===== src/rtl/flash_cmd_pkg.sv =====
package flash_cmd_pkg;

  typedef enum logic [3:0] {
    M_READ, M_U1, M_U2, M_PGM, M_E80, M_E1, M_E2,
    M_ID, M_BYP, M_BPGM, M_BEX
  } mode_e;

  typedef enum logic [1:0] {
    OP_NONE = 2'd0,
    OP_PROG = 2'd1,
    OP_SER  = 2'd2,
    OP_CHIP = 2'd3
  } op_e;

  localparam logic [7:0] CMD_UNLK1  = 8'hAA;
  localparam logic [7:0] CMD_UNLK2  = 8'h55;
  localparam logic [7:0] CMD_PROG   = 8'hA0;
  localparam logic [7:0] CMD_ERASE  = 8'h80;
  localparam logic [7:0] CMD_SECT   = 8'h30;
  localparam logic [7:0] CMD_CHIP   = 8'h10;
  localparam logic [7:0] CMD_IDENT  = 8'h90;
  localparam logic [7:0] CMD_BYPASS = 8'h20;
  localparam logic [7:0] CMD_RST    = 8'hF0;
  localparam logic [7:0] CMD_SUSP   = 8'hB0;
  localparam logic [7:0] CMD_RESUME = 8'h30;
  localparam logic [7:0] CMD_BEXIT  = 8'h00;

  // Status byte: [7] polls complement of programmed bit 7, [6] toggles per read
  function automatic logic [7:0] status_byte(input logic is_prog,
                                             input logic pbit7,
                                             input logic tog);
    return {is_prog ? ~pbit7 : 1'b0, tog, 6'b0};
  endfunction

  // Identifier byte selected by the two low address bits
  function automatic logic [7:0] id_byte(input logic [1:0] sel,
                                         input logic [7:0] mfr,
                                         input logic [7:0] dev,
                                         input logic prot);
    case (sel)
      2'd0:    return mfr;
      2'd1:    return dev;
      2'd2:    return {7'b0, prot};
      default: return 8'h00;
    endcase
  endfunction

endpackage


===== src/rtl/flash_bus_capture.sv =====
module flash_bus_capture #(
  parameter int AW = 12,
  parameter int DW = 8
) (
  input  logic          clk,
  input  logic          rst_n,
  input  logic          ce_n,
  input  logic          we_n,
  input  logic          oe_n,
  input  logic [AW-1:0] addr,
  input  logic [DW-1:0] dq_in,
  output logic          wr_evt,
  output logic [AW-1:0] wr_addr,
  output logic [DW-1:0] wr_data,
  output logic          rd_end
);
  logic strobe_n, rdsel_n, stb_q, rd_q;
  logic [AW-1:0] a_lat;
  logic stb_fall, stb_rise;

  assign strobe_n = ce_n | we_n;
  assign rdsel_n  = ce_n | oe_n;
  assign stb_fall = stb_q & ~strobe_n;
  assign stb_rise = ~stb_q & strobe_n;

  always_ff @(posedge clk or negedge rst_n) begin
    if (!rst_n) begin
      stb_q   <= 1'b1;
      rd_q    <= 1'b1;
      a_lat   <= '0;
      wr_evt  <= 1'b0;
      wr_addr <= '0;
      wr_data <= '0;
      rd_end  <= 1'b0;
    end else begin
      stb_q  <= strobe_n;
      rd_q   <= rdsel_n;
      wr_evt <= stb_rise;
      rd_end <= ~rd_q & rdsel_n;
      if (stb_fall) a_lat <= addr;
      if (stb_rise) begin
        wr_addr <= a_lat;
        wr_data <= dq_in;
      end
    end
  end


  wr_after_release_chk: assert property (@(posedge clk) disable iff (!rst_n)
    wr_evt |-> $past(ce_n | we_n));

endmodule


===== src/rtl/flash_cmd_fsm.sv =====
module flash_cmd_fsm
  import flash_cmd_pkg::*;
#(
  parameter int AW = 12,
  parameter int DW = 8,
  parameter logic [AW-1:0] UNLK_A = 12'h555,
  parameter logic [AW-1:0] UNLK_B = 12'h2AA
) (
  input  logic          clk,
  input  logic          rst_n,
  input  logic          wr_evt,
  input  logic [AW-1:0] wa,
  input  logic [DW-1:0] wd,
  input  logic          seq_busy,
  output logic          seq_start,
  output logic [1:0]    seq_op,
  output logic [AW-1:0] seq_addr,
  output logic [DW-1:0] seq_data,
  output logic          seq_suspend,
  output logic          seq_resume,
  output logic          job_act,
  output logic          susp,
  output logic          job_prog,
  output logic          pbit7,
  output logic          id_mode
);
  mode_e mode, nxt_mode;
  op_e   job_kind, nxt_op;
  logic  seen_busy, job_done, run, hit_a, hit_b;
  logic [7:0] cmd;

  assign cmd      = wd[7:0];
  assign hit_a    = (wa == UNLK_A);
  assign hit_b    = (wa == UNLK_B);
  assign run      = job_act & ~susp;
  assign job_done = job_act & seen_busy & ~seq_busy;
  assign job_prog = (job_kind == OP_PROG);
  assign id_mode  = (mode == M_ID);

  always_comb begin
    nxt_mode = M_READ;
    nxt_op   = OP_NONE;
    if (mode == M_PGM) begin
      nxt_op = OP_PROG;
    end else if (mode == M_BPGM) begin
      nxt_op   = OP_PROG;
      nxt_mode = M_BYP;
    end else if (cmd != CMD_RST) begin
      case (mode)
        M_READ: if (hit_a && cmd == CMD_UNLK1) nxt_mode = M_U1;
        M_U1:   if (hit_b && cmd == CMD_UNLK2) nxt_mode = M_U2;
        M_U2: if (hit_a) begin
          case (cmd)
            CMD_PROG:   nxt_mode = M_PGM;
            CMD_ERASE:  nxt_mode = M_E80;
            CMD_IDENT:  nxt_mode = M_ID;
            CMD_BYPASS: nxt_mode = M_BYP;
            default:    nxt_mode = M_READ;
          endcase
        end
        M_E80: if (hit_a && cmd == CMD_UNLK1) nxt_mode = M_E1;
        M_E1:  if (hit_b && cmd == CMD_UNLK2) nxt_mode = M_E2;
        M_E2: begin
          if (cmd == CMD_SECT) nxt_op = OP_SER;
          else if (hit_a && cmd == CMD_CHIP) nxt_op = OP_CHIP;
        end
        M_ID:  nxt_mode = M_ID;
        M_BYP: nxt_mode = (cmd == CMD_PROG) ? M_BPGM :
                          (cmd == CMD_IDENT) ? M_BEX : M_BYP;
        M_BEX: nxt_mode = (cmd == CMD_BEXIT) ? M_READ : M_BYP;
        default: nxt_mode = M_READ;
      endcase
    end
  end

  always_ff @(posedge clk or negedge rst_n) begin
    if (!rst_n) begin
      mode <= M_READ;  job_kind <= OP_NONE;
      job_act <= 1'b0; susp <= 1'b0; seen_busy <= 1'b0; pbit7 <= 1'b0;
      seq_start <= 1'b0; seq_suspend <= 1'b0; seq_resume <= 1'b0;
      seq_op <= '0; seq_addr <= '0; seq_data <= '0;
    end else begin
      seq_start   <= 1'b0;
      seq_suspend <= 1'b0;
      seq_resume  <= 1'b0;
      if (job_act && seq_busy) seen_busy <= 1'b1;
      if (job_done) begin
        job_act <= 1'b0; susp <= 1'b0; seen_busy <= 1'b0; job_kind <= OP_NONE;
      end else if (wr_evt) begin
        if (run) begin
          if (job_kind == OP_SER && cmd == CMD_SUSP) begin
            susp <= 1'b1; seq_suspend <= 1'b1; mode <= M_READ;
          end
        end else if (job_act) begin
          if (cmd == CMD_RESUME) begin
            susp <= 1'b0; seq_resume <= 1'b1;
          end
        end else begin
          mode <= nxt_mode;
          if (nxt_op != OP_NONE) begin
            seq_start <= 1'b1; seq_op <= nxt_op; seq_addr <= wa; seq_data <= wd;
            job_act <= 1'b1; job_kind <= nxt_op; pbit7 <= wd[7]; seen_busy <= 1'b0;
          end
        end
      end
    end
  end


  start_idle_chk: assert property (@(posedge clk) disable iff (!rst_n)
    seq_start |-> (job_act && $past(!job_act)));

  suspend_scope_chk: assert property (@(posedge clk) disable iff (!rst_n)
    seq_suspend |-> (susp && job_kind == OP_SER));

  ctl_excl_chk: assert property (@(posedge clk) disable iff (!rst_n)
    $onehot0({seq_start, seq_suspend, seq_resume}));

  prog_origin_chk: assert property (@(posedge clk) disable iff (!rst_n)
    (seq_start && seq_op == OP_PROG) |-> ($past(mode) == M_PGM || $past(mode) == M_BPGM));

endmodule


===== src/rtl/flash_rd_path.sv =====
module flash_rd_path
  import flash_cmd_pkg::*;
#(
  parameter int DW = 8,
  parameter int SECT_W = 3,
  parameter logic [DW-1:0] MFR_CODE = 8'h5A,
  parameter logic [DW-1:0] DEV_CODE = 8'hB9
) (
  input  logic                   clk,
  input  logic                   rst_n,
  input  logic                   rd_end,
  input  logic                   job_start,
  input  logic                   job_act,
  input  logic                   susp,
  input  logic                   job_prog,
  input  logic                   pbit7,
  input  logic                   id_mode,
  input  logic [1:0]             id_sel,
  input  logic [SECT_W-1:0]      sect_idx,
  input  logic [(1<<SECT_W)-1:0] sect_prot,
  input  logic [DW-1:0]          arr_q,
  output logic [DW-1:0]          rdata
);
  logic tog, status_on;

  assign status_on = job_act & ~susp;

  always_ff @(posedge clk or negedge rst_n) begin
    if (!rst_n)                    tog <= 1'b0;
    else if (job_start)            tog <= 1'b0;
    else if (rd_end && status_on)  tog <= ~tog;
  end

  always_comb begin
    rdata = '0;
    if (status_on)
      rdata[7:0] = status_byte(job_prog, pbit7, tog);
    else if (id_mode)
      rdata[7:0] = id_byte(id_sel, MFR_CODE[7:0], DEV_CODE[7:0], sect_prot[sect_idx]);
    else
      rdata = arr_q;
  end


  status_low_chk: assert property (@(posedge clk) disable iff (!rst_n)
    status_on |-> (rdata[5:0] == 6'd0));

  id_mfr_chk: assert property (@(posedge clk) disable iff (!rst_n)
    (id_mode && !job_act && id_sel == 2'd0) |-> (rdata == MFR_CODE));

endmodule


===== src/rtl/flash_cmd_if.sv =====
module flash_cmd_if #(
  parameter int AW = 12,
  parameter int DW = 8,
  parameter int SECT_W = 3,
  parameter logic [AW-1:0] UNLK_A = 12'h555,
  parameter logic [AW-1:0] UNLK_B = 12'h2AA,
  parameter logic [DW-1:0] MFR_CODE = 8'h5A,
  parameter logic [DW-1:0] DEV_CODE = 8'hB9
) (
  input  logic                   clk,
  input  logic                   rst_n,
  input  logic                   ce_n,
  input  logic                   we_n,
  input  logic                   oe_n,
  input  logic [AW-1:0]          addr,
  input  logic [DW-1:0]          dq_in,
  input  logic [DW-1:0]          arr_q,
  input  logic [(1<<SECT_W)-1:0] sect_prot,
  output logic [DW-1:0]          rdata,
  output logic                   seq_start,
  output logic [1:0]             seq_op,
  output logic [AW-1:0]          seq_addr,
  output logic [DW-1:0]          seq_data,
  output logic                   seq_suspend,
  output logic                   seq_resume,
  input  logic                   seq_busy
);
  logic          wr_evt, rd_end;
  logic [AW-1:0] wr_addr;
  logic [DW-1:0] wr_data;
  logic          job_act, susp, job_prog, pbit7, id_mode;

  flash_bus_capture #(.AW(AW), .DW(DW)) u_cap (
    .clk(clk), .rst_n(rst_n), .ce_n(ce_n), .we_n(we_n), .oe_n(oe_n),
    .addr(addr), .dq_in(dq_in), .wr_evt(wr_evt), .wr_addr(wr_addr),
    .wr_data(wr_data), .rd_end(rd_end));

  flash_cmd_fsm #(.AW(AW), .DW(DW), .UNLK_A(UNLK_A), .UNLK_B(UNLK_B)) u_fsm (
    .clk(clk), .rst_n(rst_n), .wr_evt(wr_evt), .wa(wr_addr), .wd(wr_data),
    .seq_busy(seq_busy), .seq_start(seq_start), .seq_op(seq_op),
    .seq_addr(seq_addr), .seq_data(seq_data), .seq_suspend(seq_suspend),
    .seq_resume(seq_resume), .job_act(job_act), .susp(susp),
    .job_prog(job_prog), .pbit7(pbit7), .id_mode(id_mode));

  flash_rd_path #(.DW(DW), .SECT_W(SECT_W), .MFR_CODE(MFR_CODE), .DEV_CODE(DEV_CODE)) u_rd (
    .clk(clk), .rst_n(rst_n), .rd_end(rd_end), .job_start(seq_start),
    .job_act(job_act), .susp(susp), .job_prog(job_prog), .pbit7(pbit7),
    .id_mode(id_mode), .id_sel(addr[1:0]), .sect_idx(addr[AW-1 -: SECT_W]),
    .sect_prot(sect_prot), .arr_q(arr_q), .rdata(rdata));

endmodule


===== config.mk =====
export PLATFORM = sky130hd
export DESIGN_NAME = flash_cmd_if
export DESIGN_NICKNAME = d
export VERILOG_FILES = /design/src/rtl/flash_cmd_pkg.sv /design/src/rtl/flash_bus_capture.sv /design/src/rtl/flash_cmd_fsm.sv /design/src/rtl/flash_rd_path.sv /design/src/rtl/flash_cmd_if.sv
export SDC_FILE = /design/constraint.sdc
export NUM_CORES = 1
export LEC_CHECK = 0
export BUFFER_PORTS_ARGS = -buffer_cell sky130_fd_sc_hd__buf_2
export CORE_MARGIN = 5
export CORE_UTILIZATION = 40
export DETAILED_ROUTE_END_ITERATION = 8
export GPL_TIMING_DRIVEN = 0
export HOLD_SLACK_MARGIN = 0.02
export PLACE_DENSITY = 0.69
export SLEW_MARGIN = 5
export SYNTH_ARGS = -nofsm -noshare
export SYNTH_HDL_FRONTEND = slang
export SYNTH_SLANG_ARGS = --single-unit
export TNS_END_PERCENT = 5

===== constraint.sdc =====
create_clock -name clk -period 2.9 [get_ports clk]
set_clock_uncertainty 0.05 [all_clocks]
set_input_delay 0.725 -clock clk [delete_from_list [all_inputs] [get_ports clk]]
set_output_delay 0.725 -clock clk [all_outputs]
set_load 0.02 [all_outputs]

Word level (Yosys, flattened, before mapping). Cells that the tools add are included.

Output and inout port bits: 33. Memory bits (read-only): 0. Bits in writable memories: 0. Input bits: 42. Memories kept: 0. Bits in registers: 72. Latch bits: 0.

Div/mod/pow operators: 0. $mul: 0. Muxes and demuxes: 65. Equality and inequality tests: 31. $add $sub $neg: 0. Order comparisons: 1. Bitwise operators: 18. Reductions and logical operators: 20. Shifts and indexed selects: 0.

Operators with widths (number): == test 8 bit (second input constant) (5); 2-to-1 mux 4 bit (9); 2-to-1 mux 1 bit (35); case mux 4 bit (8 select lines) (1); 2-to-1 mux 2 bit (13); case mux 8 bit (3 select lines) (1); == test 4 x 3 -> 1 bit (second input constant) (4); == test 8 x 6 -> 1 bit (second input constant) (2); 2-to-1 mux 8 bit (2); case mux 4 bit (4 select lines) (1); == test 12 x 10 -> 1 bit (second input constant) (1); == test 12 x 11 -> 1 bit (second input constant) (1); == test 4 bit (second input constant) (3); AND reduction 4 bit (3); NOT 1 bit (10); == test 4 x 2 -> 1 bit (second input constant) (2); == test 8 x 5 -> 1 bit (second input constant) (1); == test 8 x 7 -> 1 bit (second input constant) (1); zero test 8 bit (1); != test 8 bit (second input constant) (1); nonzero test 2 bit (4); bitwise AND 1 bit (6); logical AND 1 bit (6); 2-to-1 mux 3 bit (2); 14 further kinds (20).

Logic depth before layout (Yosys ltp). Gate-level depths: netlist of the first run.

Depth after elaboration: 14. Mapped depth: 8.

Cells and area by module. Synthesis of the first run repeated with hierarchy kept, for this count alone.

Cells, all modules: 280. Area total of the unflattened synthesis: 3570.9 um^2.

By module, submodules not included: flash_cmd_fsm (cells each 168, times used 1, area each 1841.8 um^2); flash_bus_capture (cells each 77, times used 1, area each 1458.9 um^2); flash_rd_path (cells each 35, times used 1, area each 270.3 um^2).

Worst setup path before layout of the first run. OpenSTA, ideal clock, no wires.

Kind: register to output. Start point: register u_fsm.mode[3]. End point: output port rdata[6]. Cell stages (with the launch flop): 8. Required time: 2.125 ns. Arrival time: 1.902 ns. Slack: 0.223 ns. Path buffers: 2. Cells stage by stage: dfrtp_1 -> buf_2 -> nand2b_1 -> or2_2 -> clkbuf_1 -> nor3_1 -> a21oi_1 -> o21ai_0.

Word-level cells in the longest chain between the ends: 3.

Ends and longest elaborated chain: start: declaration (RTL line flash_cmd_fsm.sv:27) `mode_e mode, nxt_mode;`; start signal: assignment (RTL line flash_cmd_fsm.sv:99) `mode <= nxt_mode;`; == test 4 x 3 -> 1 bit (RTL line flash_cmd_fsm.sv:38) `assign id_mode = (mode == M_ID);`; 2-to-1 mux 8 bit (RTL line flash_rd_path.sv:38) `else if (id_mode)`; 2-to-1 mux 8 bit (RTL line flash_rd_path.sv:36) `if (status_on)`; end: declaration (RTL line flash_cmd_if.sv:19) `output logic [DW-1:0] rdata,`.

Every way passes these cells.

Worst setup path after layout of the first run. Same ends and word-level chain as after synthesis.

==> results.sh, run 1 <==
export IMPL_status="finished, final reports clean"
export IMPL_syn_area_per_cell_um2=12.6
export IMPL_worstPathCellList="buf_4, nand2b_4, or2_2, clkbuf_4, nor3_2, a21oi_1, o21ai_1, buf_4"
export IMPL_cts_buffers_inserted=9
export IMPL_floorplan_die_width_um=103
export IMPL_cp_start_kind="flip-flop"
export IMPL_worst_ep_required_time_ns=2.12
export IMPL_clk_transition_reported_paths_ns=0.07
export IMPL_synth_lib_cells_used_distinct=58
export IMPL_avgViaCountPerCell=5.31
export IMPL_route_antenna_remaining_nets=0
export IMPL_synthesis_warnings=0
export IMPL_fin_worst_hold_slack_ns=0.256
export IMPL_first_pass_grt_wire_length_um=12400
export IMPL_nNetsFinal=401
export IMPL_regArea_mm2=0.00178
export IMPL_p_leak_nw=2.00
export IMPL_gpl_final_weighted_congestion=0.880
export IMPL_layout_filler_cells=742
export IMPL_tritoncts_clock_tree="yes"
export IMPL_post_cts_resized_instances=5
export IMPL_initial_utilization_pct=41.4
export IMPL_reg2reg_slack_ns=0.74
export IMPL_number_of_port_buffers=74
export IMPL_cp_end_kind="output pin"
export IMPL_slowest_delay_ns=0.36
export IMPL_vdd_ir_drop_max_uv=331
export IMPL_synth_top_cells_by_area="sky130_fd_sc_hd__dfrtp_1, sky130_fd_sc_hd__mux2_2, sky130_fd_sc_hd__mux2_4, sky130_fd_sc_hd__nor2_1, sky130_fd_sc_hd__dfstp_2"
export IMPL_net_count_after_synthesis=315
export IMPL_worst_slew_pin_transition_ns=0.618
export IMPL_cts_hold_repair_buffers=0
export IMPL_post_cts_buffers=0
export IMPL_detail_route_drc_violations=0
export IMPL_ctsLongestPathBuffers=2
export IMPL_async_flop_share_pct=100
export IMPL_top_reg_cell_synth="sky130_fd_sc_hd__dfrtp_1"
export IMPL_worst_ep_arrival_time_ns=2.06
export IMPL_max_freq_mhz=352
export IMPL_timing_final_crit_period_ns=2.84
export IMPL_place_hpwl_um=5710
export IMPL_grt_antenna_before_repair=0
export IMPL_worstSkewPairLatency_ns=0.36
export IMPL_timing_slew_headroom_pct=58.8
export IMPL_crit_path_frequent_cell="sky130_fd_sc_hd__buf_4"
export IMPL_floorplan_die_area_mm2=0.0106
export IMPL_r2r_cells=6
export IMPL_max_cap_viol_count=0
export IMPL_cp_slowest_cell="sky130_fd_sc_hd__dfrtp_1"
export IMPL_multiInputGateArea_mm2=0.00154
export IMPL_vias=2489
export IMPL_setup_viol=0
export IMPL_worst_path_max_fanout=10
export IMPL_finalCritPeriodShare_pct=97.8
export IMPL_grt_use_total_pct=15.3
export IMPL_drt_total_wl_um=7710
export IMPL_route_detailed_wl_per_inst_um=16.4
export IMPL_drt_first_iter_violations=117
export IMPL_ys_top_cells_by_count="sky130_fd_sc_hd__dfrtp_1, sky130_fd_sc_hd__mux2_2, sky130_fd_sc_hd__mux2_4, sky130_fd_sc_hd__nor2_1, sky130_fd_sc_hd__nand2_1"
export IMPL_mappedNetlistArea_mm2=0.00344
export IMPL_drt_pre_antenna_iters=4
export IMPL_grt_remaining_overflow=0
export IMPL_grt_setup_unrepaired="yes"
export IMPL_first_global_vias=2539
export IMPL_top_area_cell_type_share_of_the_netlist_area_pct=50.2
export IMPL_timing_worst_setup_path_type="reg2out"
export IMPL_n_antenna_cell=0
export IMPL_synth_seq_area_share_pct=51.7
export IMPL_synth_cells=273
export IMPL_final_max_slew_violation_count=0
export IMPL_io_pins=75
export IMPL_flow_area_growth_from_synthesis_pct=21.9
export IMPL_cts_num_sinks=71
export IMPL_final_hold_violation_count=0
export IMPL_yosys_register_bits=71
export IMPL_pin_count_of_the_biggest_net_entering_global_routing=40
export IMPL_chipHeight_um=103
export IMPL_root_buffer="sky130_fd_sc_hd__clkbuf_8"
export IMPL_timing_final_ws_setup_ns=0.0624
export IMPL_placeableCoreArea_mm2=0.00830
export IMPL_cp_num_buf_inv=3
export IMPL_yosysMostFrequentCell="sky130_fd_sc_hd__dfrtp_1"
export IMPL_rows=33
export IMPL_timing_rr_start="u_cap.wr_data[1]$_DFFE_PN0P_"
export IMPL_worstHoldPathType="in2async"
export IMPL_areal_power_density_over_the_cells_mw_per_mm2=651
export IMPL_layout_drive_gt1_share_pct=47.5
export IMPL_synth_enable_flop_cells=0
export IMPL_r2r_end="u_fsm.seq_addr[11]$_DFFE_PN0P_"
export IMPL_preCtsSetupSlack_ns=0.183
export IMPL_critical_path_top_delay_family="simple AND/OR/NAND/NOR gates"
export IMPL_ctsHtreeMaxLevel=3
export IMPL_synth_largest_area_cell="sky130_fd_sc_hd__dfrtp_1"
## state kept, by name (all words and copies together), names as in the netlist, 2 cells and up
register,count
u_fsm.mode,4
u_fsm.seq_addr,12
u_fsm.job_kind,2
u_fsm.seq_op,2
u_cap.a_lat,12
u_cap.wr_addr,12
u_fsm.seq_data,7
u_cap.wr_data,8
## cells by family (layout without fill, tap and decap cells)
kind of cell              after synthesis  count (layout)  synth area share [%]
buffers and inverters                  24             115                  3.71
AOI/OAI and AO/OA                      40              40                  8.52
and+or+nand+nor                        80              80                  14.7
DFF                                    71              71                  51.7
muxes                                  55              55                  20.6
xor gates and xnor gates                3               3                 0.764
## report_power, final
group / total, mW / switching (mW) / internal, mW
clock: 0.830 / 0.388 / 0.442
sequential: 1.34 / 0.159 / 1.18
combinational: 0.563 / 0.266 / 0.297
## worst max-delay path by stage
| stage | to | cells past startpoint | slack, ns | startpoint |
|---|---|---|---|---|
| 2_1_floorplan | rdata[6] | 7 | 0.22 | u_fsm.mode[3]$_DFFE_PN0P_ |
| 3_3_place_gp | rdata[0] | 6 | 0.19 | addr[9] |
| 3_5_place_dp | rdata[0] | 6 | 0.18 | addr[9] |
| 4_1_cts | rdata[6] | 8 | 0.02 | u_fsm.mode[3]$_DFFE_PN0P_ |
| 5_1_grt | rdata[0] | 7 | -0.04 | u_fsm.mode[3]$_DFFE_PN0P_ |
| 6_report | rdata[6] | 8 | 0.06 | u_fsm.mode[3]$_DFFE_PN0P_ |
## final cells by class
cell class,count,share of cell area [%]
Inverter,9,0.806
Buffer,15,2.42
Clock inverter,5,1.34
Clock buffer,11,3.61
Sequential cell,71,42.4
Multi-Input combinational cell,178,36.8
Tap cell,105,3.13
Timing Repair Buffer,75,9.43
## per-layer routing
| metal | global-route usage [%] | vias to the layer above | part of all wire, % |
|---|---|---|---|
| li1 | - | 1168 | - |
| met1 | 19.0 | 1246 | 44 |
| met2 | 25.5 | 60 | 50 |
| met3 | 4.06 | 15 | 4.5 |
| met4 | 5.75 | 0 | 1.9 |
| met5 | 0 | - | 0 |
## layout by cell type (no fill, tap or decap), types with 4 or more instances in the layout
| cell | instances |
|---|---|
| sky130_fd_sc_hd__nand2_1 | 13 |
| sky130_fd_sc_hd__nor2_1 | 15 |
| sky130_fd_sc_hd__mux2_2 | 33 |
| sky130_fd_sc_hd__buf_2 | 74 |
| sky130_fd_sc_hd__clkbuf_1 | 4 |
| sky130_fd_sc_hd__nor4bb_1 | 4 |
| sky130_fd_sc_hd__nor3_1 | 4 |
| sky130_fd_sc_hd__nor2b_1 | 6 |
| sky130_fd_sc_hd__nand3_1 | 5 |
| sky130_fd_sc_hd__buf_4 | 6 |
| sky130_fd_sc_hd__clkbuf_8 | 11 |
| sky130_fd_sc_hd__inv_1 | 9 |
| sky130_fd_sc_hd__o21ai_0 | 6 |
| sky130_fd_sc_hd__mux2_4 | 18 |
| sky130_fd_sc_hd__a21oi_1 | 9 |
| sky130_fd_sc_hd__dfrtp_1 | 69 |
## stage by stage
| stage | TNS [ns] | util, % | total power [mW] | instances | instance area, µm² |
|---|---|---|---|---|---|
| 2_1_floorplan | 0 | - | 1.70 | 273 | 3440 |
| 3_5_place_dp | 0 | 47.7 | 1.92 | 453 | 3960 |
| 4_1_cts | 0 | 50.5 | 2.76 | 469 | 4190 |
| 3_3_place_gp | 0 | 47.5 | 1.90 | 452 | 3940 |
| 6_report | 0 | 50.5 | 2.73 | 469 | 4190 |
| 5_1_grt | -0.0993 | 50.5 | 2.86 | 469 | 4190 |
Power figures use the tool's default switching activity.
==> inputs of run 2 (changes only) <==
--- a/config.mk
+++ b/config.mk
@@ -11,7 +11,7 @@
 export DETAILED_ROUTE_END_ITERATION = 8
 export GPL_TIMING_DRIVEN = 0
 export HOLD_SLACK_MARGIN = 0.02
-export PLACE_DENSITY = 0.69
+export PLACE_DENSITY = 0.59
 export SLEW_MARGIN = 5
 export SYNTH_ARGS = -nofsm -noshare
 export SYNTH_HDL_FRONTEND = slang
==> run 2 against run 1 <==
Effect of this change: sequential power is essentially flat; sequential cell count is the same; clock power is 4.9% higher; combinational power barely moved; register-to-register slack improved by 0.02 ns; core utilization increased by 0.24 points; largest cell class unchanged; critical endpoint unchanged; total power increased by 1.2%.
==> results.sh, run 2 (synthesized netlist as in run 1, its figures left out) <==
export IMPL_drt_total_wl_um=7620
export IMPL_timing_rr_start="u_cap.wr_data[1]$_DFFE_PN0P_"
export IMPL_r2r_end="u_fsm.seq_data[0]$_DFFE_PN0P_"
export IMPL_fin_worst_hold_slack_ns=0.248
export IMPL_n_antenna_cell=0
export IMPL_timing_slew_headroom_pct=54.9
export IMPL_grt_use_total_pct=15.4
export IMPL_rows=33
export IMPL_layout_core_utilization_pct=50.8
export IMPL_chipHeight_um=103
export IMPL_floorplan_die_area_mm2=0.0106
export IMPL_global_route_usage_met1_pct=20.7
export IMPL_worst_ep_arrival_time_ns=2.03
export IMPL_detail_route_drc_violations=0
export IMPL_cts_buffers_inserted=9
export IMPL_grt_remaining_overflow=0
export IMPL_cts_hold_repair_buffers=0
export IMPL_layout_filler_cells=758
export IMPL_first_global_vias=2420
export IMPL_tritoncts_clock_tree="yes"
export IMPL_setup_viol=0
export IMPL_grt_antenna_before_repair=0
export IMPL_reg2reg_slack_ns=0.76
export IMPL_final_cell_mix="sky130_fd_sc_hd__buf_2, sky130_fd_sc_hd__dfrtp_1, sky130_fd_sc_hd__mux2_2, sky130_fd_sc_hd__mux2_4, sky130_fd_sc_hd__nor2_1"
export IMPL_finalInstanceArea_mm2=0.00421
export IMPL_busiest_layer="met2"
export IMPL_slowest_delay_ns=0.37
export IMPL_gpl_final_weighted_congestion=0.847
export IMPL_cp_start_kind="flip-flop"
export IMPL_worstSkewPairLatency_ns=0.34
export IMPL_route_antenna_remaining_nets=0
export IMPL_worst_slew_pin_transition_ns=0.676
export IMPL_final_max_slew_violation_count=0
export IMPL_biggestRegsByFlops="u_cap.a_lat x12, u_cap.wr_addr x12, u_fsm.seq_addr x12"
export IMPL_drt_pre_antenna_iters=4
export IMPL_final_hold_violation_count=0
export IMPL_post_cts_resized_instances=5
export IMPL_r2r_cells=6
export IMPL_cp_end_kind="output pin"
export IMPL_placeableCoreArea_mm2=0.00830
export IMPL_number_of_port_buffers=74
export IMPL_post_dp_cell_area_mm2=0.00396
export IMPL_nNetsFinal=400
export IMPL_p_leak_nw=2.01
export IMPL_first_pass_grt_wire_length_um=12500
export IMPL_worst_path_max_fanout=10
export IMPL_post_cts_buffers=0
export IMPL_worstHoldPathType="in2async"
export IMPL_max_cap_viol_count=0
export IMPL_timing_final_crit_period_ns=2.81
export IMPL_avgViaCountPerCell=5.16
export IMPL_root_buffer="sky130_fd_sc_hd__clkbuf_8"
export IMPL_setup_total_negative_slack_ns=0
export IMPL_drt_first_iter_violations=80
export IMPL_vias=2416
export IMPL_worst_ep_required_time_ns=2.12
export IMPL_flow_area_growth_from_synthesis_pct=22.5
export IMPL_initial_utilization_pct=41.4
export IMPL_layout_drive_gt1_share_pct=47.9
export IMPL_most_frequent_standard_cell_in_the_layout_excluding_fill_and_tap_cells="sky130_fd_sc_hd__buf_2"
export IMPL_max_freq_mhz=356
export IMPL_status="finished, final reports clean"
export IMPL_timing_worst_setup_path_type="reg2out"
export IMPL_place_hpwl_um=5700
export IMPL_pin_count_of_the_biggest_net_entering_global_routing=44
export IMPL_cts_num_sinks=71
export IMPL_route_detailed_wl_per_inst_um=16.3
export IMPL_ctsHtreeMaxLevel=3
export IMPL_finalCritPeriodShare_pct=96.9
export IMPL_clk_transition_reported_paths_ns=0.08
export IMPL_areal_power_density_over_the_cells_mw_per_mm2=655
export IMPL_worstPathCellList="buf_4, nand2b_4, or2_2, buf_6, nor3_4, a21oi_1, o21ai_0, buf_2"
export IMPL_grt_setup_unrepaired="no"
export IMPL_io_pins=75
export IMPL_gr_usage_met3_pct=4.53
export IMPL_crit_path_start="u_fsm.mode[3]$_DFFE_PN0P_"
export IMPL_floorplan_die_width_um=103
export IMPL_met2_usage_pct=24.8
export IMPL_ctsLongestPathBuffers=2
export IMPL_vdd_ir_drop_max_uv=433
export IMPL_cp_slowest_cell="sky130_fd_sc_hd__dfrtp_1"
run 2: cell types whose count changed in the layout (fill, tap and decap cells not counted), sizes merged:
cell	before	now
buf	84	85
clkinv	3	4
bufinv	1	2
clkinvlp	1	0
clkbuf	17	14
run 2: routing by layer:
layer	share of wire (%)	up-vias	wire, µm
met5	0	-	0
li1	-	1164	-
met1	44	1186	3370
met2	50	59	3800
met3	5.3	7	407
met4	0.62	0	47
run 2: stage by stage:
step / std cells / total power [mW] / worst slack [ns]
floorplan: 273 / 1.70 / 0.223
global placement: 452 / 1.90 / 0.185
detailed placement: 453 / 1.92 / 0.183
CTS: 469 / 2.80 / 0.0244
global route: 468 / 2.91 / 0.0119
finish: 468 / 2.76 / 0.0909
run 2: cell type report:
cell class                 count  area [µm²]  area share (%)
timing repair buffer          75         393            9.33
clock inverter                 6        83.8            1.99
buffer                        14         101            2.41
inverter                       9        33.8           0.802
tap                          105         131            3.12
sequential                    71        1780            42.2
clock buffer                  10         138            3.27
multi-input combinational    178        1550            36.9
run 2: critical path, delay by kind of cell (launching register included):
kind                   cells  cell delay (ns)
DFF                        1             0.37
AOI/OAI and AO/OA          2             0.20
buffers and inverters      3             0.52
and+or+nand+nor            3             0.62
run 2: power by group:
group | total [mW] | switching, mW | internal [mW] | leakage [nW]
sequential | 1.33 | 0.153 | 1.18 | 0.898
clock | 0.871 | 0.366 | 0.505 | 0.116
combinational | 0.561 | 0.264 | 0.297 | 0.999
run 2: worst max-delay path by stage:
stage	to	cells after the start	slack [ns]
finish	rdata[6]	8	0.09
global route	rdata[0]	8	0.01
CTS	rdata[6]	8	0.02
detailed placement	rdata[0]	6	0.18
global placement	rdata[0]	6	0.18
floorplan	rdata[6]	7	0.22
==> inputs of run 3 (changes only) <==
--- a/config.mk
+++ b/config.mk
@@ -6,7 +6,6 @@
 export NUM_CORES = 1
 export LEC_CHECK = 0
 export BUFFER_PORTS_ARGS = -buffer_cell sky130_fd_sc_hd__buf_2
-export CORE_MARGIN = 5
 export CORE_UTILIZATION = 40
 export DETAILED_ROUTE_END_ITERATION = 8
 export GPL_TIMING_DRIVEN = 0
==> run 3 against run 2 <==
Effect of this change: total power is 6.1% higher; critical path depth stayed put; cell count increased by 0.21%; count of clock-buffer cells in the layout is 1 lower; critical path type unchanged; largest power group unchanged.
==> results.sh, run 3 (synthesized netlist as in run 1, its figures left out) <==
export IMPL_nNetsFinal=401
export IMPL_drt_first_iter_violations=76
export IMPL_n_antenna_cell=0
export IMPL_worst_ep_arrival_time_ns=2.03
export IMPL_final_hold_violation_count=0
export IMPL_flow_area_growth_from_synthesis_pct=23.7
export IMPL_drt_pre_antenna_iters=4
export IMPL_io_pins=75
export IMPL_r2r_end="u_fsm.seq_addr[1]$_DFFE_PN0P_"
export IMPL_worstHoldPathType="in2async"
export IMPL_cts_num_sinks=71
export IMPL_grt_remaining_overflow=0
export IMPL_areal_power_density_over_the_cells_mw_per_mm2=688
export IMPL_post_dp_cell_area_mm2=0.00396
export IMPL_layout_core_utilization_pct=51.5
export IMPL_number_of_port_buffers=74
export IMPL_pin_count_of_the_biggest_net_entering_global_routing=41
export IMPL_cts_buffers_inserted=9
export IMPL_worst_path_max_fanout=10
export IMPL_worst_ep_required_time_ns=2.12
export IMPL_r2r_cells=6
export IMPL_reg2reg_slack_ns=0.75
export IMPL_finalInstanceArea_mm2=0.00425
export IMPL_tritoncts_clock_tree="yes"
export IMPL_floorplan_die_width_um=94.7
export IMPL_timing_slew_headroom_pct=54.2
export IMPL_ctsHtreeMaxLevel=3
export IMPL_max_cap_viol_count=0
export IMPL_initial_utilization_pct=41.6
export IMPL_worstSkewPairLatency_ns=0.34
export IMPL_vdd_ir_drop_max_uv=291
export IMPL_grt_use_total_pct=17.9
export IMPL_clk_transition_reported_paths_ns=0.07
export IMPL_gpl_final_weighted_congestion=0.864
export IMPL_root_buffer="sky130_fd_sc_hd__clkbuf_8"
export IMPL_layout_filler_cells=769
export IMPL_vias=2428
export IMPL_placeableCoreArea_mm2=0.00826
export IMPL_route_antenna_remaining_nets=0
export IMPL_final_max_slew_violation_count=0
export IMPL_grt_antenna_before_repair=0
export IMPL_chipHeight_um=94.7
export IMPL_worst_slew_pin_transition_ns=0.687
export IMPL_setup_total_negative_slack_ns=0
export IMPL_ctsLongestPathBuffers=2
export IMPL_max_freq_mhz=357
export IMPL_timing_rr_start="u_cap.wr_data[1]$_DFFE_PN0P_"
export IMPL_place_hpwl_um=5420
export IMPL_post_cts_buffers=0
export IMPL_timing_final_crit_period_ns=2.80
export IMPL_rows=33
export IMPL_first_global_vias=2380
export IMPL_setup_viol=0
export IMPL_detail_route_drc_violations=0
export IMPL_floorplan_die_area_mm2=0.00897
export IMPL_drt_total_wl_um=7280
export IMPL_final_cell_mix="sky130_fd_sc_hd__buf_2, sky130_fd_sc_hd__dfrtp_1, sky130_fd_sc_hd__mux2_2, sky130_fd_sc_hd__mux2_4, sky130_fd_sc_hd__nor2_1"
export IMPL_p_leak_nw=2.03
export IMPL_finalCritPeriodShare_pct=96.7
export IMPL_biggestRegsByFlops="u_cap.a_lat x12, u_cap.wr_addr x12, u_fsm.seq_addr x12"
export IMPL_cp_end_kind="output pin"
export IMPL_timing_worst_setup_path_type="reg2out"
export IMPL_power_total_mw=2.93
export IMPL_most_frequent_standard_cell_in_the_layout_excluding_fill_and_tap_cells="sky130_fd_sc_hd__buf_2"
export IMPL_first_pass_grt_wire_length_um=12000
export IMPL_final_cells=469
export IMPL_cp_start_kind="flip-flop"
export IMPL_dp_cells=453
export IMPL_route_detailed_wl_per_inst_um=15.5
export IMPL_status="finished, final reports clean"
export IMPL_grt_setup_unrepaired="yes"
export IMPL_layout_drive_gt1_share_pct=47.8
export IMPL_avgViaCountPerCell=5.18
[run 3: cell types whose count changed in the layout (fill, tap and decap cells not counted), sizes merged]
cell	previous run	this run
clkinv	4	1
inv	9	11
bufinv	2	4
[run 3: metal layers]
metal	GRT usage [%]	share of wire [%]
met1	24.0	47
met2	28.4	48
met3	4.51	3.6
met4	5.30	1.2
met5	0	0
[run 3: report_power, final]
part           switching [mW]  internal (mW)
combinational           0.259          0.297
sequential              0.157           1.18
clock                   0.376          0.663
total                   0.792           2.14
[run 3: final cells by class]
cell class	instances	area, µm²	share of cell area (%)
Sequential cell	71	1780	41.8
Timing Repair Buffer	75	395	9.29
Clock buffer	9	124	2.91
Inverter	9	33.8	0.794
Multi-Input combinational cell	178	1550	36.4
Buffer	15	101	2.38
Tap cell	105	131	3.09
Clock inverter	7	143	3.35
[run 3: worst max path at each step]
stage	startpoint	slack [ns]	depth (start not counted)	to
6_report	u_fsm.mode[3]$_DFFE_PN0P_	0.1	8	rdata[6]
3_5_place_dp	addr[9]	0.20	6	rdata[0]
2_1_floorplan	u_fsm.mode[3]$_DFFE_PN0P_	0.22	7	rdata[6]
5_1_grt	u_fsm.mode[3]$_DFFE_PN0P_	-0.006	7	rdata[7]
3_3_place_gp	addr[9]	0.18	6	rdata[0]
4_1_cts	u_fsm.mode[3]$_DFFE_PN0P_	0.02	8	rdata[6]
[run 3: what timing repair did]
action,CTS,global route
hold buffers,0,0
endpoints found under the hold margin,0,0
setup endpoints to repair,5,4
gates resized for setup,4,7
gates cloned,0,0
[run 3: critical path, cell delays in order, from the launching register on]
cell,delay [ns]
sky130_fd_sc_hd__dfrtp_1,0.36
sky130_fd_sc_hd__buf_4,0.17
sky130_fd_sc_hd__nand2b_4,0.16
sky130_fd_sc_hd__or2_2,0.32
sky130_fd_sc_hd__buf_4,0.18
sky130_fd_sc_hd__nor3_2,0.13
sky130_fd_sc_hd__a21oi_1,0.05
sky130_fd_sc_hd__o21ai_0,0.15
sky130_fd_sc_hd__buf_4,0.16
[run 3: stage by stage]
step           hold slack [ns]  worst slack [ns]
2_1_floorplan            0.379             0.223
3_3_place_gp             0.375             0.184
4_1_cts                  0.262            0.0157
3_5_place_dp             0.381             0.202
6_report                 0.263            0.0965
5_1_grt                  0.280          -0.00576
